$ cat config.mk
export PLATFORM = sky130hd
export DESIGN_NAME = bgn_osc_ctrl
export DESIGN_NICKNAME = d
export VERILOG_FILES = /design/src/rtl/bgn_pkg.sv /design/src/rtl/bgn_mask_gen.sv /design/src/rtl/bgn_timer.sv /design/src/rtl/bgn_osc_ctrl.sv
export SDC_FILE = /design/constraint.sdc
export NUM_CORES = 1
export LEC_CHECK = 0
export ABC_AREA = 1
export CAP_MARGIN = 20
export CORE_AREA = 2 2 229 231
export CTS_CLUSTER_SIZE = 16
export DETAILED_ROUTE_END_ITERATION = 10
export DIE_AREA = 0 0 231 233
export PLACE_DENSITY = 0.55
export SLEW_MARGIN = 5
export SYNTH_ARGS = -nofsm -noshare
export SYNTH_HDL_FRONTEND = slang
export SYNTH_SLANG_ARGS = --single-unit
$ cat constraint.sdc
create_clock -name clk -period 6.29 [get_ports clk]
set_input_delay 1.258 -clock clk [delete_from_list [all_inputs] [get_ports clk]]
set_output_delay 1.258 -clock clk [all_outputs]
set_load 0.01 [all_outputs]
$ cat src/rtl/bgn_pkg.sv
package bgn_pkg;

    typedef enum logic [1:0] {
        CFG_QUIET = 2'b00,
        CFG_COL   = 2'b01,
        CFG_BAND  = 2'b10,
        CFG_FLOOD = 2'b11
    } bg_cfg_e;

    typedef enum logic [2:0] {
        ST_IDLE,
        ST_SETTLE_1,
        ST_GATE_1,
        ST_LATCH_1,
        ST_SETTLE_2,
        ST_GATE_2,
        ST_LATCH_2
    } acq_state_e;

endpackage

$ cat src/rtl/bgn_mask_gen.sv
module bgn_mask_gen
    import bgn_pkg::*;
#(
    parameter int ROWS  = 16,
    parameter int COLS  = 32,
    parameter int IDX_W = $clog2(ROWS*COLS)
) (
    input  logic [IDX_W-1:0]     meas_idx,
    input  bg_cfg_e              cfg,
    output logic [ROWS*COLS-1:0] mask
);
    logic [31:0]     col_i;
    logic [COLS-1:0] col_hit;

    assign col_i = 32'(meas_idx) % 32'(COLS);

    for (genvar c = 0; c < COLS; c++) begin : g_col
        always_comb begin
            unique case (cfg)
                CFG_QUIET: col_hit[c] = 1'b0;
                CFG_COL:   col_hit[c] = (col_i == 32'(c));
                CFG_BAND:  col_hit[c] = (col_i == 32'(c)) ||
                                        (col_i == 32'(c + 1)) ||
                                        (col_i + 32'd1 == 32'(c));
                CFG_FLOOD: col_hit[c] = 1'b1;
                default:   col_hit[c] = 1'b0;
            endcase
        end
        for (genvar r = 0; r < ROWS; r++) begin : g_row
            assign mask[r*COLS + c] = col_hit[c] |
                                      (meas_idx == IDX_W'(r*COLS + c));
        end
    end

endmodule

$ cat src/rtl/bgn_timer.sv
module bgn_timer #(
    parameter int W = 8
) (
    input  logic         clk,
    input  logic         rst_n,
    input  logic         load,
    input  logic [W-1:0] load_val,
    output logic         expired
);
    logic [W-1:0] cnt_q;

    always_ff @(posedge clk) begin
        if (!rst_n)
            cnt_q <= '0;
        else if (load)
            cnt_q <= load_val;
        else if (cnt_q != '0)
            cnt_q <= cnt_q - 1'b1;
    end

    assign expired = (cnt_q == '0);

endmodule

$ cat src/rtl/bgn_osc_ctrl.sv
module bgn_osc_ctrl
    import bgn_pkg::*;
#(
    parameter int ROWS        = 16,
    parameter int COLS        = 32,
    parameter int GATE_CYCLES = 64,
    parameter int CNT_W       = 16,
    parameter int SETTLE_W    = 8
) (
    input  logic                         clk,
    input  logic                         rst_n,
    input  logic                         start,
    input  logic [$clog2(ROWS*COLS)-1:0] meas_a_idx,
    input  logic [$clog2(ROWS*COLS)-1:0] meas_b_idx,
    input  logic [1:0]                   cfg_a,
    input  logic [1:0]                   cfg_b,
    input  logic [SETTLE_W-1:0]          settle_cycles,
    input  logic [CNT_W-1:0]             count_in,
    output logic [ROWS*COLS-1:0]         osc_en,
    output logic                         gate,
    output logic                         busy,
    output logic [CNT_W-1:0]             count_a,
    output logic [CNT_W-1:0]             count_b,
    output logic                         done
);
    localparam int N      = ROWS * COLS;
    localparam int IDX_W  = $clog2(N);
    localparam int GATE_W = $clog2(GATE_CYCLES);
    localparam int TMR_W  = (SETTLE_W > GATE_W) ? SETTLE_W : GATE_W;
    localparam int GCHK_W = $clog2(GATE_CYCLES + 1);

    acq_state_e state_q, state_d;

    logic [IDX_W-1:0]    idx_a_q, idx_b_q, meas_idx;
    bg_cfg_e             cfg_a_q, cfg_b_q, meas_cfg;
    logic [SETTLE_W-1:0] settle_q;
    logic                tmr_load, tmr_exp;
    logic [TMR_W-1:0]    tmr_val;
    logic                en_active, step_two;
    logic [N-1:0]        mask;
    logic [CNT_W-1:0]    count_a_q, count_b_q;
    logic                done_q;

    // state register
    always_ff @(posedge clk) begin
        if (!rst_n) state_q <= ST_IDLE;
        else        state_q <= state_d;
    end

    // next state and timer loads
    always_comb begin
        state_d  = state_q;
        tmr_load = 1'b0;
        tmr_val  = '0;
        unique case (state_q)
            ST_IDLE: if (start) begin
                state_d  = ST_SETTLE_1;
                tmr_load = 1'b1;
                tmr_val  = TMR_W'(settle_cycles);
            end
            ST_SETTLE_1: if (tmr_exp) begin
                state_d  = ST_GATE_1;
                tmr_load = 1'b1;
                tmr_val  = TMR_W'(GATE_CYCLES - 1);
            end
            ST_GATE_1: if (tmr_exp) state_d = ST_LATCH_1;
            ST_LATCH_1: begin
                state_d  = ST_SETTLE_2;
                tmr_load = 1'b1;
                tmr_val  = TMR_W'(settle_q);
            end
            ST_SETTLE_2: if (tmr_exp) begin
                state_d  = ST_GATE_2;
                tmr_load = 1'b1;
                tmr_val  = TMR_W'(GATE_CYCLES - 1);
            end
            ST_GATE_2:  if (tmr_exp) state_d = ST_LATCH_2;
            ST_LATCH_2: state_d = ST_IDLE;
            default:    state_d = ST_IDLE;
        endcase
    end

    // state-decoded outputs
    always_comb begin
        gate      = 1'b0;
        en_active = 1'b0;
        step_two  = 1'b0;
        busy      = 1'b1;
        unique case (state_q)
            ST_IDLE:     busy = 1'b0;
            ST_SETTLE_1: en_active = 1'b1;
            ST_GATE_1:   begin en_active = 1'b1; gate = 1'b1; end
            ST_LATCH_1:  ;
            ST_SETTLE_2: begin en_active = 1'b1; step_two = 1'b1; end
            ST_GATE_2:   begin en_active = 1'b1; step_two = 1'b1; gate = 1'b1; end
            ST_LATCH_2:  step_two = 1'b1;
            default:     busy = 1'b0;
        endcase
    end

    // challenge latch
    always_ff @(posedge clk) begin
        if (!rst_n) begin
            idx_a_q  <= '0;
            idx_b_q  <= '0;
            cfg_a_q  <= CFG_QUIET;
            cfg_b_q  <= CFG_QUIET;
            settle_q <= '0;
        end else if (state_q == ST_IDLE && start) begin
            idx_a_q  <= meas_a_idx;
            idx_b_q  <= meas_b_idx;
            cfg_a_q  <= bg_cfg_e'(cfg_a);
            cfg_b_q  <= bg_cfg_e'(cfg_b);
            settle_q <= settle_cycles;
        end
    end

    // count capture and completion flag
    always_ff @(posedge clk) begin
        if (!rst_n) begin
            count_a_q <= '0;
            count_b_q <= '0;
            done_q    <= 1'b0;
        end else begin
            if (state_q == ST_LATCH_1) count_a_q <= count_in;
            if (state_q == ST_LATCH_2) count_b_q <= count_in;
            done_q <= (state_q == ST_LATCH_2);
        end
    end

    bgn_timer #(.W(TMR_W)) u_timer (
        .clk      (clk),
        .rst_n    (rst_n),
        .load     (tmr_load),
        .load_val (tmr_val),
        .expired  (tmr_exp)
    );

    assign meas_idx = step_two ? idx_b_q : idx_a_q;
    assign meas_cfg = step_two ? cfg_b_q : cfg_a_q;

    bgn_mask_gen #(.ROWS(ROWS), .COLS(COLS), .IDX_W(IDX_W)) u_mask (
        .meas_idx (meas_idx),
        .cfg      (meas_cfg),
        .mask     (mask)
    );

    assign osc_en  = en_active ? mask : '0;
    assign count_a = count_a_q;
    assign count_b = count_b_q;
    assign done    = done_q;

    // ---------------- assertions ----------------
    logic [GCHK_W-1:0] gate_run_q;
    always_ff @(posedge clk) begin
        if (!rst_n)    gate_run_q <= '0;
        else if (gate) gate_run_q <= gate_run_q + 1'b1;
        else           gate_run_q <= '0;
    end

    p_idle_quiet_r2: assert property (@(posedge clk) disable iff (!rst_n)
        !busy |-> (!gate && osc_en == '0));

    p_cfg_quiet_r3: assert property (@(posedge clk) disable iff (!rst_n)
        (gate && meas_cfg == CFG_QUIET) |-> ($countones(osc_en) == 1));

    p_cfg_flood_r6: assert property (@(posedge clk) disable iff (!rst_n)
        (gate && meas_cfg == CFG_FLOOD) |-> (&osc_en));

    p_gate_len_r9: assert property (@(posedge clk) disable iff (!rst_n)
        $fell(gate) |-> (gate_run_q == GCHK_W'(GATE_CYCLES)));

    p_gate_en_stable_r9: assert property (@(posedge clk) disable iff (!rst_n)
        (gate && $past(gate)) |-> $stable(osc_en));

    p_quiet_after_gate_r10: assert property (@(posedge clk) disable iff (!rst_n)
        $fell(gate) |-> (osc_en == '0));

    p_done_pulse_r11: assert property (@(posedge clk) disable iff (!rst_n)
        done |=> !done);

    p_meas_on_r13: assert property (@(posedge clk) disable iff (!rst_n)
        gate |-> osc_en[meas_idx]);

endmodule

==> results.py, run 1 <==
metrics = {
    "finish": {
        "layout-drive-gt1-share_pct": 5.75,
        "final_nets": 2832,
        "layout_commonest_cell": "nand3_1",
        "multiInputGateArea_um2": 8790,
        "final_cell_mix": "805 x nand3_1, 595 x clkdlybuf4s50_1, 359 x nand2_1",
        "fillers": 5669,
        "seq_area_um2": 1480,
        "antenna_cells": 0,
        "syn_to_final_growth_pct": 49.5,
        "final_core_util_pct": 37.1,
        "final_area_um2": 18900,
    },
    "yosys": {
        "synth_edf_count": 0,
        "seq_area_frac_synth_pct": 11.7,
        "synthArstFlopShare_pct": 0,
        "yosysWarnings": 0,
        "ys_types": 35,
        "netlist_area_um2": 12700,
        "yosysTopAreaCellShare_pct": 31.8,
        "avgSynthCellArea_um2": 5.20,
        "yosys_register_bits": 74,
        "synth_top_area_cell": "nand3_1",
        "syn-num-nets": 2487,
        "synth-main-ff-cell": "dfxtp_1",
        "syn_inst": 2434,
        "synth_area_leaders": "nand3_1 32%, a21oi_1 14%, dfxtp_1 12%",
    },
    "pwr": {
        "p_switching_mw": 3.37,
        "p_per_area_nw_per_um2": 279,
        "pwr-share-clk_pct": 9.8,
        "power_frac_seq_pct": 11.7,
        "p_int_mw": 1.91,
        "ir_worst_vdd_v": 0.000604,
        "power_frac_comb_pct": 78.5,
        "power.share.switching_pct": 63.9,
        "power_leakage_nw": 8.59,
    },
    "placement": {
        "dp_hpwl_mm": 53.3,
        "port-buffer-count": 595,
        "dpl_cell_area_um2": 18500,
        "place_congestion": 0.886,
    },
    "sta": {
        "setup_viol": 0,
        "rsz0062_at_grt": "no",
        "min_period_ps": 5980,
        "fmax_mhz": 167,
        "slew_viol_final": 0,
        "post-route-period-util_pct": 95.0,
        "hold_viol": 0,
        "worst_slew_margin_rel_pct": 0.780,
        "tns_ps": 0,
        "worst_pin_slew_ps": 1490,
        "fin_skew_ps": 8.05,
    },
    "clock_tree": {
        "clkLatencyLatePin_ps": 330,
        "tritoncts": "built",
        "cts_setup_buffers": 0,
        "cts_buffers": 9,
        "h-tree-depth": 3,
        "ctsLongestPathBuffers": 2,
        "cts.sinks": 74,
        "cts.clk_slew.worst_paths_ps": 60,
        "clock-root-buffer": "clkbuf_16",
        "postCtsHoldBufs": 0,
        "cts_resized": 0,
    },
    "setup_path": {
        "critPathLaunchType": "flop",
        "crit_required_ps": 5030,
        "crit_path_top_delay_cell": "nor2_4",
        "worstPathMaxFanout": 32,
        "cpMostUsedCell": "nand2_1",
        "worst-path-buf-inv": 3,
        "setup.worst_path.end_class": "primary output",
        "worstSetupPathType": "flop to primary output",
        "path_cells": "nand2_4, nand2_1, o21ai_4, buf_4, inv_2, nand2_1, nor2_4, nand3_1, a21oi_1, clkdlybuf4s50_1",
        "arrival_ps": 4720,
        "path_delay_family": "simple AND/OR/NAND/NOR gates",
        "max_stage_delay_ps": 950,
    },
    "detailed_routing": {
        "drc": 0,
        "ant_nets": 0,
        "wl_met2_mm": 36.5,
        "first_iter_violations": 2063,
        "vias_per_cell": 5.47,
        "wl_met3_mm": 7.08,
        "wl_mm": 79.4,
        "avgRoutedWirePerCell_um": 22.9,
        "wl_met1_mm": 32.6,
        "vias": 18900,
        "firstDrtPassIters": 6,
        "top_layer_used": "met5",
    },
    "status": {
        "status": "complete, no violations",
    },
    "floorplan": {
        "io-pin-count": 596,
        "num_rows": 83,
        "die_w_um": 231,
        "core_um2": 51100,
        "dieArea_um2": 53800,
        "die_h_um": 233,
        "initial_core_util_pct": 24.8,
    },
    "grt": {
        "grt_pass1_wl_mm": 114,
        "first_global_vias": 17000,
        "grt_antenna_before_repair": 4,
        "grt_max_degree": 257,
        "grt-ovfl-total": 0,
        "grt.total_usage_pct": 27.6,
    },
    "hold_path": {
        "hp-class": "flop to flop",
    },
    "flow_run": {
        "maxCapViolations": 0,
    },
}
routing by layer:
metal / GRT usage [%] / vias to the layer above
met3: 5.47 / 167
met4: 11.0 / 6
met5: 0 / -
li1: - / 8732
met1: 35.7 / 8902
met2: 45.0 / 1142
cell usage after synthesis (2+ instances only):
cell type	n
nand3_1	805
nand2_1	359
a21oi_1	342
inv_1	291
clkbuf_1	145
buf_2	104
dfxtp_1	74
nor2_1	64
o21ai_0	63
nand2_2	38
buf_4	24
nor2_2	18
o21ai_1	16
buf_1	14
nand3_2	13
buf_6	12
inv_2	7
nand2_4	6
nand4_1	6
a31oi_1	5
nor2_4	5
ha_1	4
a211oi_1	3
nor2_8	2
nor3_1	2
o211ai_1	2
xor2_1	2
sequential cells by signal, indices dropped and copies added, names as in the netlist, 2 cells and up:
register       count
cfg_a_q            2
count_a           16
cfg_b_q            2
state_q            3
idx_a_q            9
settle_q           8
count_b           16
u_timer.cnt_q      8
idx_b_q            9
tightest hold or removal path, cell delays in order (launching register included):
cell	delay, ps
dfxtp_1	300
inv_1	40
a21oi_1	50
power by group through the flow:
stage	registers, mW	logic [mW]	clock network (mW)
global placement	0.624	4.03	0
global route	0.628	4.44	0.550
CTS	0.617	4.08	0.528
floorplan	0.622	2.62	0
finish	0.617	4.14	0.516
detailed placement	0.627	4.07	0
through the flow:
step | hold slack (ps) | total power [mW] | std cells | worst slack, ps
6_report | 442 | 5.28 | 3464 | 314
4_1_cts | 447 | 5.23 | 3460 | 429
5_1_grt | 462 | 5.62 | 3464 | 29.3
2_1_floorplan | 430 | 3.24 | 2434 | 1960
3_5_place_dp | 438 | 4.70 | 3444 | 809
3_3_place_gp | 433 | 4.65 | 3442 | 891
worst paths after layout:
path         slack (ps)  depth (start not counted)                       end                startpoint
max                 310                         10               osc_en[264]   state_q[2]$_SDFFE_PN0P_
min                 440                          2  count_b[15]$_SDFFE_PN0P_  count_b[15]$_SDFFE_PN0P_
max reg2reg        3950                          8   state_q[1]$_SDFFE_PN0P_   state_q[2]$_SDFFE_PN0P_
min reg2reg         440                          2  count_b[15]$_SDFFE_PN0P_  count_b[15]$_SDFFE_PN0P_
cell families (layout without fill, tap and decap cells):
| kind of cell | Yosys count | after routing | share of synthesized area (%) |
|---|---|---|---|
| buf+inv | 598 | 948 | 20.2 |
| simple gates | 1321 | 1321 | 50.1 |
| fa+ha+maj | 4 | 4 | 0.395 |
| xor+xnor | 3 | 3 | 0.208 |
| compound gates | 434 | 434 | 17.4 |
| flops | 74 | 74 | 11.7 |
cell type report:
| class | count | share of cell area, % |
|---|---|---|
| sequential | 74 | 7.82 |
| multi-input combinational | 1762 | 46.4 |
| clock buffer | 10 | 1.26 |
| timing repair buffer | 633 | 33.7 |
| clock inverter | 6 | 0.337 |
| tap | 680 | 4.49 |
| inverter | 299 | 5.99 |
Note: power is estimated with default switching activity, not from simulation.
==> run 2: changes to the inputs <==
--- a/config.mk
+++ b/config.mk
@@ -7,12 +7,14 @@
 export LEC_CHECK = 0
 export ABC_AREA = 1
 export CAP_MARGIN = 20
-export CORE_AREA = 2 2 229 231
+export CELL_PAD_IN_SITES_DETAIL_PLACEMENT = 1
+export CELL_PAD_IN_SITES_GLOBAL_PLACEMENT = 2
+export CORE_MARGIN = 2
+export CORE_UTILIZATION = 21
 export CTS_CLUSTER_SIZE = 16
 export DETAILED_ROUTE_END_ITERATION = 10
-export DIE_AREA = 0 0 231 233
-export PLACE_DENSITY = 0.55
-export SLEW_MARGIN = 5
+export PLACE_DENSITY = 0.91
+export SLEW_MARGIN = 30
 export SYNTH_ARGS = -nofsm -noshare
 export SYNTH_HDL_FRONTEND = slang
 export SYNTH_SLANG_ARGS = --single-unit
==> run 2 against run 1 <==
  * Wire length rose by 7.2%
  * Utilization fell by 5.0 points
  * Critical endpoint is now osc_en[459]
  * Setup slack improved by 300 ps
  * Sequential share of layout area fell by 0.14 points
  * Sequential power rose by 0.8%
==> results.py, run 2 (synthesis results as in run 1) <==
metrics = {
    "status": {
        "status": "complete, no violations",
    },
    "hold_path": {
        "hp-class": "flop to flop",
    },
    "placement": {
        "dp_hpwl_mm": 58.2,
        "pre_cts_ws_ps": 725,
        "dpl_cell_area_um2": 18900,
        "dpl.cell_count": 3563,
        "place_congestion": 0.871,
        "port-buffer-count": 595,
    },
    "flow_run": {
        "maxCapViolations": 0,
    },
    "floorplan": {
        "initial_core_util_pct": 21.1,
        "io-pin-count": 596,
        "core_um2": 60000,
        "num_rows": 90,
        "die_h_um": 250,
        "die_w_um": 250,
        "dieArea_um2": 62300,
    },
    "grt": {
        "grt-ovfl-total": 0,
        "grt_pass1_wl_mm": 125,
        "first_global_vias": 18700,
        "grt_antenna_before_repair": 1,
        "grt.total_usage_pct": 25.9,
        "grt_max_degree": 221,
    },
    "finish": {
        "fillers": 7762,
        "fin_cells": 3581,
        "final_area_um2": 19300,
        "multiInputGateArea_um2": 8800,
        "final_nets": 2848,
        "seq_area_um2": 1480,
        "layout_commonest_cell": "nand3_1",
        "syn_to_final_growth_pct": 52.2,
        "final_cell_mix": "805 x nand3_1, 594 x clkdlybuf4s50_1, 356 x nand2_1",
        "layout-drive-gt1-share_pct": 6.36,
    },
    "setup_path": {
        "path_cells": "nand2_4, o21ai_4, buf_4, ha_1, inv_1, nand3_1, nand2_1, nand2_1, nand3_1, nand2_1, inv_1, clkdlybuf4s50_1",
        "worst-path-buf-inv": 4,
        "worstPathMaxFanout": 24,
        "worstSetupPathType": "flop to primary output",
        "setup.worst_path.end_class": "primary output",
        "critPathLaunchType": "flop",
        "path_delay_family": "buffers and inverters",
        "crit_required_ps": 5030,
        "cpMostUsedCell": "nand2_1",
        "arrival_ps": 4420,
        "crit_path_top_delay_cell": "dfxtp_1",
        "max_stage_delay_ps": 710,
    },
    "clock_tree": {
        "h-tree-depth": 3,
        "postCtsHoldBufs": 0,
        "cts_setup_buffers": 0,
        "ctsLongestPathBuffers": 2,
        "tritoncts": "built",
        "clock-root-buffer": "clkbuf_16",
        "clkLatencyLatePin_ps": 330,
        "cts_buffers": 9,
        "cts.sinks": 74,
        "cts.clk_slew.worst_paths_ps": 50,
        "cts_resized": 0,
    },
    "sta": {
        "worst_pin_slew_ps": 1000,
        "min_period_ps": 5680,
        "hold_viol": 0,
        "slew_viol_final": 0,
        "rsz0062_at_grt": "no",
        "tns_ps": 0,
        "post-route-period-util_pct": 90.3,
        "fmax_mhz": 176,
        "setup_ws_ps": 613,
        "fin_skew_ps": 3.90,
        "worst_slew_margin_rel_pct": 32.9,
        "setup_viol": 0,
        "hold_ws_ps": 447,
    },
    "pwr": {
        "power_leakage_nw": 8.71,
        "ir_worst_vdd_v": 0.000262,
        "p_per_area_nw_per_um2": 282,
    },
    "detailed_routing": {
        "avgRoutedWirePerCell_um": 23.8,
        "first_iter_violations": 1720,
        "vias_per_cell": 5.33,
        "vias": 19100,
        "ant_nets": 0,
        "drc": 0,
        "firstDrtPassIters": 6,
        "wl_mm": 85.1,
    },
}
## run 2: power by group
group          total, mW  internal [mW]  switching (mW)
sequential         0.622          0.563          0.0590
clock              0.546          0.353           0.193
combinational       4.27           1.07            3.20
total               5.44           1.99            3.45
## run 2: worst paths after layout
path / start / slack (ps) / endpoint / cells past startpoint
worst max-delay path: state_q[2]$_SDFFE_PN0P_ / 610 / osc_en[459] / 12
worst max register to register: state_q[2]$_SDFFE_PN0P_ / 3420 / u_timer.cnt_q[1]$_SDFFE_PN0P_ / 9
worst min-delay path: count_b[13]$_SDFFE_PN0P_ / 450 / count_b[13]$_SDFFE_PN0P_ / 2
worst min register to register: count_b[13]$_SDFFE_PN0P_ / 450 / count_b[13]$_SDFFE_PN0P_ / 2
## run 2: cell type report
cell class	count	area share, %
antenna	1	0.0130
clock buffer	11	1.26
clock inverter	3	0.338
inverter	299	5.89
multi-input combinational	1762	45.7
sequential	74	7.69
tap	782	5.08
timing repair buffer	649	34.1
## run 2: stage by stage
step / total power, mW / utilization [%]
2_1_floorplan: 3.24 / -
3_3_place_gp: 4.70 / 31.2
3_5_place_dp: 4.83 / 31.4
4_1_cts: 5.39 / 31.9
5_1_grt: 5.78 / 32.1
6_report: 5.44 / 32.1
## run 2: worst register-to-register path, delay by kind of cell, from the launching register on
family	cells	cell delay (ps)
flip-flops	1	710
AND/OR/NAND/NOR	5	1130
AO/OA/AOI/OAI	1	130
buffers and inverters	3	840
## run 2: metal layers
| layer | share of wire (%) | vias to the layer above | track usage (%) |
|---|---|---|---|
| met1 | 43 | 9364 | 32.8 |
| met3 | 6.5 | 158 | 4.70 |
| met5 | 0 | - | 0 |
| met2 | 47 | 817 | 43.5 |
| li1 | - | 8749 | - |
| met4 | 4.1 | 0 | 10.1 |
==> run 3: changes to the inputs <==
--- a/config.mk
+++ b/config.mk
@@ -6,13 +6,14 @@
 export NUM_CORES = 1
 export LEC_CHECK = 0
 export ABC_AREA = 1
-export CAP_MARGIN = 20
+export CAP_MARGIN = 0
 export CELL_PAD_IN_SITES_DETAIL_PLACEMENT = 1
 export CELL_PAD_IN_SITES_GLOBAL_PLACEMENT = 2
 export CORE_MARGIN = 2
 export CORE_UTILIZATION = 21
 export CTS_CLUSTER_SIZE = 16
 export DETAILED_ROUTE_END_ITERATION = 10
+export GPL_TIMING_DRIVEN = 0
 export PLACE_DENSITY = 0.91
 export SLEW_MARGIN = 30
 export SYNTH_ARGS = -nofsm -noshare
==> run 3 against run 2 <==
  * Count of clock-buffer cells in the layout down 1
  * Non-clock buffer count increased by 247
  * Sequential power down 0.6%
  * Largest power group unchanged
  * Critical endpoint is now osc_en[400]
  * Global-route usage is 4.1 points higher
  * Via count rose by 6.9%
  * Final cell count increased by 7.0%
  * Flip-flop and latch count unchanged
  * Maximum frequency fell by 6.3%
==> results.py, run 3 (synthesis results as in run 1) <==
metrics = {
    "status": {
        "status": "complete, no violations",
    },
    "detailed_routing": {
        "wl_mm": 98.1,
        "firstDrtPassIters": 5,
        "vias": 20400,
        "first_iter_violations": 2117,
        "ant_nets": 0,
        "drc": 0,
        "avgRoutedWirePerCell_um": 25.6,
        "vias_per_cell": 5.33,
    },
    "sta": {
        "hold_ws_ps": 444,
        "post-route-period-util_pct": 96.3,
        "worst_pin_slew_ps": 941,
        "fmax_mhz": 165,
        "slew_viol_final": 0,
        "setup_ws_ps": 232,
        "min_period_ps": 6060,
        "rsz0062_at_grt": "no",
        "worst_slew_margin_rel_pct": 37.3,
        "hold_viol": 0,
        "setup_viol": 0,
        "fin_skew_ps": 5.26,
    },
    "setup_path": {
        "arrival_ps": 4800,
        "r2r_end": "count_a[15]$_SDFFE_PN0P_",
        "critPathLaunchType": "flop",
        "setup.worst_path.end_class": "primary output",
        "crit_required_ps": 5030,
        "rrSetupSlack_ps": 3680,
        "setup.worst_path.start": "state_q[1]$_SDFFE_PN0P_",
        "r2r_cells": 7,
        "worstPathMaxFanout": 11,
        "crit_end": "osc_en[400]",
        "max_stage_delay_ps": 610,
        "worstSetupPathType": "flop to primary output",
        "r2r-start": "state_q[1]$_SDFFE_PN0P_",
        "crit_path_top_delay_cell": "clkdlybuf4s50_1",
        "path_cells": "nand2_2, nand2_4, buf_6, nand2_1, nand2_2, nand2_4, nor2_4, clkbuf_2, ha_1, clkbuf_2, nand3_1, nand4_1, nand2_1, buf_2, a21oi_1, clkdlybuf4s50_1",
    },
    "finish": {
        "final_cell_mix": "805 x nand3_1, 595 x clkdlybuf4s50_1, 359 x nand2_1",
        "antenna_cells": 0,
        "final_area_um2": 19900,
        "syn_to_final_growth_pct": 57.4,
        "fillers": 7975,
        "layout_commonest_cell": "nand3_1",
        "final_core_util_pct": 33.2,
        "layout-drive-gt1-share_pct": 8.43,
        "final_nets": 3096,
    },
    "placement": {
        "port-buffer-count": 595,
        "pre_cts_ws_ps": -227,
        "dp_hpwl_mm": 79.4,
        "dpl_cell_area_um2": 19600,
        "place_congestion": 0.964,
    },
    "floorplan": {
        "num_rows": 90,
        "die_w_um": 250,
        "die_h_um": 250,
        "core_um2": 60000,
        "initial_core_util_pct": 21.1,
        "io-pin-count": 596,
        "dieArea_um2": 62300,
    },
    "pwr": {
        "ir_worst_vdd_v": 0.000172,
        "power_leakage_nw": 9.20,
        "power_mw": 5.96,
        "p_per_area_nw_per_um2": 299,
    },
    "grt": {
        "grt-ovfl-total": 0,
        "grt_antenna_before_repair": 4,
        "grt_pass1_wl_mm": 141,
        "first_global_vias": 19900,
        "grt_max_degree": 17,
        "grt.total_usage_pct": 30.0,
    },
    "clock_tree": {
        "postCtsHoldBufs": 0,
        "cts_buffers": 9,
        "clkLatencyLatePin_ps": 330,
        "cts.sinks": 74,
        "clock-root-buffer": "clkbuf_16",
        "cts.clk_slew.worst_paths_ps": 60,
        "tritoncts": "built",
        "ctsLongestPathBuffers": 2,
        "h-tree-depth": 3,
    },
    "flow_run": {
        "maxCapViolations": 0,
    },
    "hold_path": {
        "hp-class": "flop to flop",
    },
}
## run 3: metal layers
layer	part of all wire [%]	GRT usage, %	routed length (um)	vias to the layer above
li1	-	-	-	9254
met1	42	38.5	41600	9959
met2	47	50.9	46000	991
met3	6.9	5.15	6770	198
met4	3.8	9.29	3680	6
met5	0.041	0	40	-
## run 3: layout make-up
type	instances	area, um^2	share of cell area, %
timing repair inverter	1	5.00	0.0251
buffer	297	1430	7.16
clock buffer	10	239	1.20
sequential	74	1480	7.43
clock inverter	6	63.8	0.320
timing repair buffer	599	5990	30.0
inverter	299	1130	5.65
multi-input combinational	1762	8630	43.3
tap	782	978	4.91
## run 3: worst min path at each step
stage                        startpoint                  endpoint  slack (ps)  cells after the start
3_3_place_gp    count_b[9]$_SDFFE_PN0P_   count_b[9]$_SDFFE_PN0P_         430                      2
4_1_cts         count_b[2]$_SDFFE_PN0P_   count_b[2]$_SDFFE_PN0P_         450                      2
2_1_floorplan   idx_a_q[5]$_SDFFE_PN0P_   idx_a_q[5]$_SDFFE_PN0P_         430                      2
3_5_place_dp    count_b[2]$_SDFFE_PN0P_   count_b[2]$_SDFFE_PN0P_         440                      2
6_report        count_b[2]$_SDFFE_PN0P_   count_b[2]$_SDFFE_PN0P_         440                      2
5_1_grt        count_b[12]$_SDFFE_PN0P_  count_b[12]$_SDFFE_PN0P_         470                      2
## run 3: worst max-delay path: cells and delay by family (launching register included)
kind / cells / cell delay (ps)
DFF: 1 / 440
buffers and inverters: 5 / 1870
and+or+nand+nor: 9 / 1390
AOI/OAI and AO/OA: 1 / 280
adders and majority gates: 1 / 460
## run 3: timing repair
action | CTS | global route
setup endpoints to repair | 99 | 35
buffers inserted | 0 | 4
resized for setup | 2 | 2
cloned | 0 | 1
pin swaps | 0 | 0
## run 3: per-stage QoR
stage	instances	setup TNS (ps)
2_1_floorplan	2434	0
3_3_place_gp	3811	-314
3_5_place_dp	3811	-463
4_1_cts	3826	0
5_1_grt	3830	0
6_report	3830	0
## run 3: report_power, final
part / internal (mW) / switching [mW]
sequential: 0.563 / 0.0556
combinational: 1.19 / 3.62
clock: 0.318 / 0.205
